--- src/rtl/tsc_pkg.sv ---
package tsc_pkg;
  localparam int CNT_W   = 64;
  localparam int FRAC_W  = 24;
  localparam int STEP_W  = 32;
  localparam int WORD_W  = 32;
  localparam int ADDR_W  = 12;
  localparam int CTL_BITS = 5;
  localparam int CTL_EN  = 0;
  localparam int CTL_SCL = 2;

  localparam logic [STEP_W-1:0] UNIT_STEP = STEP_W'(1) << FRAC_W;

  localparam logic [ADDR_W-1:0] A_CTRL  = 12'h000;
  localparam logic [ADDR_W-1:0] A_STAT  = 12'h004;
  localparam logic [ADDR_W-1:0] A_CV    = 12'h008;
  localparam logic [ADDR_W-1:0] A_SCL   = 12'h010;
  localparam logic [ADDR_W-1:0] A_IDR   = 12'h01C;
  localparam logic [ADDR_W-1:0] A_SCL0  = 12'h0D0;
  localparam logic [ADDR_W-1:0] A_SCL1  = 12'h0D4;
  localparam logic [ADDR_W-1:0] S_CV    = 12'h000;

  localparam logic [WORD_W-1:0] IDR_VAL = 32'h0002_0001;

  function automatic logic [7:0] ident_byte(input logic [3:0] idx, input logic is_sts);
    case (idx)
      4'd0:    ident_byte = 8'h04;
      4'd4:    ident_byte = is_sts ? 8'hBB : 8'hBA;
      4'd5:    ident_byte = 8'hB0;
      4'd6:    ident_byte = 8'h0B;
      4'd8:    ident_byte = 8'h0D;
      4'd9:    ident_byte = 8'hF0;
      4'd10:   ident_byte = 8'h05;
      4'd11:   ident_byte = 8'hB1;
      default: ident_byte = 8'h00;
    endcase
  endfunction
endpackage

--- src/rtl/tsc_accum.sv ---
module tsc_accum #(
  parameter int CNT_W  = 64,
  parameter int FRAC_W = 24,
  parameter int STEP_W = 32,
  parameter int WORD_W = 32,
  localparam int ACC_W = CNT_W + FRAC_W,
  localparam int NHALF = CNT_W / WORD_W
) (
  input  logic              clk,
  input  logic              rst_n,
  input  logic              run,
  input  logic              scale_on,
  input  logic [STEP_W-1:0] step,
  input  logic [NHALF-1:0]  ld_sel,
  input  logic [WORD_W-1:0] ld_data,
  output logic [CNT_W-1:0]  count
);
  logic [ACC_W-1:0] acc;
  logic [ACC_W-1:0] inc;
  logic [CNT_W-1:0] loaded;

  always_comb inc = scale_on ? ACC_W'(step) : (ACC_W'(1) << FRAC_W);

  for (genvar h = 0; h < NHALF; h++) begin : g_half
    assign loaded[h*WORD_W +: WORD_W] =
      ld_sel[h] ? ld_data : acc[FRAC_W + h*WORD_W +: WORD_W];
  end

  always_ff @(posedge clk or negedge rst_n) begin
    if (!rst_n)           acc <= '0;
    else if (|ld_sel)     acc <= {loaded, {FRAC_W{1'b0}}};
    else if (run)         acc <= acc + inc;
  end

  assign count = acc[ACC_W-1:FRAC_W];

  assert_hold_off_R4: assert property (@(posedge clk) disable iff (!rst_n)
    (!run && ld_sel == '0) |=> $stable(count));
  assert_unit_step_R3: assert property (@(posedge clk) disable iff (!rst_n)
    (run && !scale_on && ld_sel == '0) |=> count == $past(count) + 1'b1);
  assert_single_load_R6: assert property (@(posedge clk) disable iff (!rst_n)
    $onehot0(ld_sel));
  assert_load_low_R6: assert property (@(posedge clk) disable iff (!rst_n)
    ld_sel[0] |=> (count[WORD_W-1:0] == $past(ld_data)) &&
                  (count[CNT_W-1:WORD_W] == $past(count[CNT_W-1:WORD_W])));
endmodule

--- src/rtl/tsc_ctrl_regs.sv ---
module tsc_ctrl_regs
  import tsc_pkg::*;
(
  input  logic                clk,
  input  logic                rst_n,
  input  logic                wr_en,
  input  logic [ADDR_W-1:0]   addr,
  input  logic [WORD_W-1:0]   wdata,
  output logic [CTL_BITS-1:0] ctl,
  output logic [STEP_W-1:0]   step
);
  always_ff @(posedge clk or negedge rst_n) begin
    if (!rst_n) begin
      ctl  <= '0;
      step <= UNIT_STEP;
    end else if (wr_en) begin
      if (addr == A_CTRL) ctl <= wdata[CTL_BITS-1:0];
      if (addr == A_SCL || addr == A_SCL0) step <= wdata;
    end
  end
endmodule

--- src/rtl/tsc_rd_mux.sv ---
module tsc_rd_mux
  import tsc_pkg::*;
(
  input  logic                is_sts,
  input  logic [ADDR_W-1:0]   addr,
  input  logic [CTL_BITS-1:0] ctl,
  input  logic [STEP_W-1:0]   step,
  input  logic [CNT_W-1:0]    count,
  output logic [WORD_W-1:0]   rdata
);
  localparam int NHALF = CNT_W / WORD_W;
  logic            in_id;
  logic [3:0]      id_idx;
  logic [ADDR_W-1:0] cv_base;

  always_comb begin
    in_id   = (addr[ADDR_W-1:6] == '1) && (addr[5:4] != 2'b00) && (addr[1:0] == 2'b00);
    id_idx  = addr[5:2] - 4'd4;
    cv_base = is_sts ? S_CV : A_CV;
    rdata   = '0;
    if (in_id) rdata = WORD_W'(ident_byte(id_idx, is_sts));
    for (int h = 0; h < NHALF; h++)
      if (addr == cv_base + ADDR_W'(4*h)) rdata = count[h*WORD_W +: WORD_W];
    if (!is_sts) begin
      case (addr)
        A_CTRL:       rdata = WORD_W'(ctl);
        A_SCL, A_SCL0: rdata = step;
        A_IDR:        rdata = IDR_VAL;
        default:      ;
      endcase
    end
  end
endmodule

--- src/rtl/tstamp_counter.sv ---
module tstamp_counter
  import tsc_pkg::*;
(
  input  logic              clk,
  input  logic              rst_n,
  input  logic              ctl_sel,
  input  logic              sts_sel,
  input  logic              penable,
  input  logic              pwrite,
  input  logic [ADDR_W-1:0] paddr,
  input  logic [WORD_W-1:0] pwdata,
  output logic [WORD_W-1:0] prdata,
  output logic [CNT_W-1:0]  count_out
);
  localparam int NHALF = CNT_W / WORD_W;

  logic                ctl_wr;
  logic [CTL_BITS-1:0] ctl;
  logic [STEP_W-1:0]   step;
  logic [NHALF-1:0]    ld_sel;
  logic [WORD_W-1:0]   mux_data;

  assign ctl_wr = ctl_sel && penable && pwrite;

  for (genvar h = 0; h < NHALF; h++) begin : g_ld
    assign ld_sel[h] = ctl_wr && (paddr == A_CV + ADDR_W'(4*h));
  end

  tsc_ctrl_regs u_regs (
    .clk(clk), .rst_n(rst_n), .wr_en(ctl_wr), .addr(paddr),
    .wdata(pwdata), .ctl(ctl), .step(step)
  );

  tsc_accum #(.CNT_W(CNT_W), .FRAC_W(FRAC_W), .STEP_W(STEP_W), .WORD_W(WORD_W)) u_acc (
    .clk(clk), .rst_n(rst_n), .run(ctl[CTL_EN]), .scale_on(ctl[CTL_SCL]),
    .step(step), .ld_sel(ld_sel), .ld_data(pwdata), .count(count_out)
  );

  tsc_rd_mux u_mux (
    .is_sts(!ctl_sel), .addr(paddr), .ctl(ctl), .step(step),
    .count(count_out), .rdata(mux_data)
  );

  assign prdata = ((ctl_sel || sts_sel) && !pwrite) ? mux_data : '0;

  assert_ctl_upper_zero_R2: assert property (@(posedge clk) disable iff (!rst_n)
    (ctl_sel && !pwrite && paddr == A_CTRL) |-> prdata[WORD_W-1:CTL_BITS] == '0);
  assert_stat_zero_R8: assert property (@(posedge clk) disable iff (!rst_n)
    (ctl_sel && !pwrite && paddr == A_STAT) |-> prdata == '0);
  assert_bus_mirror_R12: assert property (@(posedge clk) disable iff (!rst_n)
    (ctl_sel && !pwrite && paddr == A_CV + 12'h4) |-> prdata == count_out[CNT_W-1:WORD_W]);
endmodule

--- config.mk ---
export PLATFORM = sky130hd
export DESIGN_NAME = tstamp_counter
export DESIGN_NICKNAME = d
export VERILOG_FILES = /design/src/rtl/tsc_pkg.sv /design/src/rtl/tsc_accum.sv /design/src/rtl/tsc_ctrl_regs.sv /design/src/rtl/tsc_rd_mux.sv /design/src/rtl/tstamp_counter.sv
export SDC_FILE = /design/constraint.sdc
export NUM_CORES = 1
export LEC_CHECK = 0
export ABC_CLOCK_PERIOD_IN_PS = 3600
export BUFFER_PORTS_ARGS = -buffer_cell sky130_fd_sc_hd__buf_2
export CORE_MARGIN = 2
export CORE_UTILIZATION = 54
export CTS_BUF_LIST = sky130_fd_sc_hd__clkbuf_16
export CTS_CLUSTER_DIAMETER = 120
export CTS_CLUSTER_SIZE = 24
export DETAILED_ROUTE_END_ITERATION = 12
export PLACE_DENSITY = 0.82
export SLEW_MARGIN = 20
export SYNTH_ARGS = -nofsm -noshare
export SYNTH_HDL_FRONTEND = slang
export SYNTH_SLANG_ARGS = --single-unit
--- constraint.sdc ---
create_clock -name clk -period 3.6 [get_ports clk]
set_clock_uncertainty 0.15 [all_clocks]
set_input_delay 0.54 -clock clk [delete_from_list [all_inputs] [get_ports clk]]
set_output_delay 0.54 -clock clk [all_outputs]
set_load 0.02 [all_outputs]
==> reports/results.tsv <==
stage	metric	value	unit
outcome	status	complete, no violations	
cts	htreeDepth	4	
cts	clkTransAtPathRegs	0.06	ns
synth	yosysMostFrequentCell	nor2_1	
placement	place_inst	1673	
floorplan	die_w	143.9	µm
cts	clk_latency	0.43	ns
synth	syn_nets	1388	
power_and_ir_drop	total_power	4.363	mW
sta	worst_pin_slew	0.7171	ns
floorplan	dieArea	20700	µm²
min_path	hold_class	in2reg	
synth	syn_inst	1305	
cts	cts_root_buf	clkbuf_16	
synth	synth_edf_count	0	
floorplan	rows	51	
critical_path	critPathRequiredTime	3.81	ns
synth	yosysTopAreaCell	dfrtp_1	
sta	fmax	289.9	MHz
grt	grt-ovfl-total	0	
cts	clock_path_buffers	2	
routing	wire_per_inst	23.51	µm
sta	setup_violations	0	
final_layout	drive_above_1_share	27.13	%
power_and_ir_drop	p_leak	5.602	nW
floorplan	die_height	143.9	µm
critical_path	cp_num_cells	12	
final_layout	nFillCells	1737	
sta	hold_viol	0	
critical_path	cp.arrival	3.66	ns
power_and_ir_drop	powerDensity	351.0	nW/µm²
routing	drc	0	
sta	setup-tns-final	0	ns
critical_path	critPathCaptureType	register	
final_layout	regArea	3131	µm²
routing	drt-pass1-iter-count	8	
grt	antenna_found_initial	0	
cts	cts_sinks	125	
floorplan	start_util	54.66	%
critical_path	r2r.worst_path.cells	12	
critical_path	slowest_delay	0.46	ns
grt	grt_util_all_layers	38.64	%
grt	grt_pass1_vias	10635	
cts	cts_tree	done	
synth	yosys_most_used_dff	dfrtp_1	
final_layout	syn2layout_area_growth	17.63	%
floorplan	ios	146	
final_layout	stdcell_count	1706	
sta	min_period_over_period	95.81	%
grt	grt_first_pass_wirelength	60400	µm
critical_path	crit_family	compound AO/OA/AOI/OAI gates	
min_path	holdPathStages	2	
sta	maxSlewViolCount	0	
synth	synthTopCellsByArea	dfrtp_1 (29%), mux2_2 (6.9%), nor2_1 (4.9%), buf_4 (4.7%), a21oi_1 (4.1%)	
sta	hold_ws	0.2130	ns
routing	vias	11476	
floorplan	core_area	19330	µm²
synth	yosys.area.top_type_share	29.36	%
cts	cts_inserted_buffers	17	
critical_path	crit_buf_inv	2	
power_and_ir_drop	ir_worst_vdd	315.8	µV
routing	avgViaCountPerCell	6.727	
routing	first_iter_violations	1628	
run	cap_violations	0	
routing	routed_wl	40110	µm
final_layout	final_nets	1511	
critical_path	crit_path_cell_trace	buf_12, and2_1, ha_1, nand2_1, o211ai_1, a41o_1, a211o_1, o221a_2, o2111ai_2, buf_4, or4_1, nand3_1	
routing	ant_nets	0	
synth	syn_area	10570	µm²
critical_path	start_kind	register	
sta	finalCriticalPeriod	3.449	ns
final_layout	multiInputGateArea	6635	µm²
synth	netlist-cell-type-count	82	
placement	gp_congestion	1.033	
synth	ys_warn_count	0	
placement	hpwlAfterDp	29260	µm
synth	synthArstFlopShare	100.0	%
sta	rsz0062_at_grt	false	
placement	port_buffers	145	
critical_path	criticalPathCategory	reg2reg	
grt	grt_max_degree	95	
critical_path	slowest_stage	or4_1	
synth	synth_commonest_cells	nor2_1 (139), dfrtp_1 (124), nand2_1 (106), a21oi_1 (86), buf_4 (66)	
placement	place_area	11760	µm²
final_layout	stdcell_area	12430	µm²
synth	avgSynthCellArea	8.098	µm²
critical_path	crit_fanout	17	
synth	ys_seq_area_share	29.61	%
synth	ys_ff_latch	125	
final_layout	antenna_cells	0	
sta	max_slew_margin	51.75	%
-- through the flow --
stage | setup WS (ns) | util, %
floorplan | 0.06055 | -
global placement | 0.1318 | 60.84
detailed placement | 0.06616 | 60.84
CTS | 0.01462 | 63.86
global route | 0.004933 | 64.29
finish | 0.1507 | 64.29
-- where the power goes --
group / internal, mW / switching, mW
registers: 1.48 / 0.122
logic: 0.367 / 0.658
clock network: 1.02 / 0.724
-- flip-flops by register name, summed over array words and instances, names as in the netlist --
name and flops:
u_acc.acc 88, u_regs.step 32, u_regs.ctl 5
-- cell usage in the layout (no fill, tap or decap), types with 17 or more instances in the layout --
cell type / count
mux2_2: 65
clkbuf_16: 17
xnor2_1: 17
nand4_1: 18
and2_1: 37
inv_1: 23
or3_1: 18
buf_2: 144
a21oi_1: 81
nand3_1: 63
mux2i_1: 18
a22oi_1: 29
a211oi_1: 18
dfrtp_1: 123
ha_1: 30
nand2_1: 105
o21ai_0: 51
and3_1: 28
nor3_1: 42
nor2_1: 136
buf_4: 97
-- cell families after synthesis --
| kind of cell | synth area share [%] |
|---|---|
| AND/OR/NAND/NOR | 23.55 |
| AO/OA/AOI/OAI | 23.31 |
| buffers and inverters | 8.679 |
| flip-flops | 29.61 |
| multiplexers | 8.631 |
| adder cells (fa/ha/maj) | 3.978 |
| XOR/XNOR | 2.238 |
-- timing repair --
| action | in CTS | in global routing |
|---|---|---|
| endpoints found under the setup margin | 0 | 50 |
| hold buffers | 1 | 0 |
| resized for setup | 0 | 28 |
| hold endpoints to repair | 31 | 0 |
| setup buffers | 0 | 1 |
-- final cells by class --
class                           count  area share [%]
Tap cell                          265           2.667
Clock buffer                       17           3.422
Inverter                           21          0.6341
Timing Repair Buffer              253           13.51
Clock inverter                     15           1.208
Multi-Input combinational cell   1010           53.38
Sequential cell                   125           25.18
-- routing by layer --
layer / wire length, µm / track usage [%]
met5: 0 / 0
met4: 2159 / 21.31
met3: 4867 / 8.431
met2: 17150 / 56.47
met1: 15940 / 53.03
-- final timing paths --
check / startpoint / to / slack (ns)
max in group asynchronous: rst_n / u_acc.acc[18] / 1.91
worst max-delay path: u_regs.ctl[2] / u_acc.acc[75] / 0.15
worst max register to register: u_regs.ctl[2] / u_acc.acc[75] / 0.15
min in group asynchronous: rst_n / u_regs.ctl[3] / 0.45
worst min-delay path: pwdata[14] / u_regs.step[14] / 0.21
worst min register to register: u_regs.ctl[1] / u_regs.ctl[1] / 0.37
(Power assumes the default switching activity.)
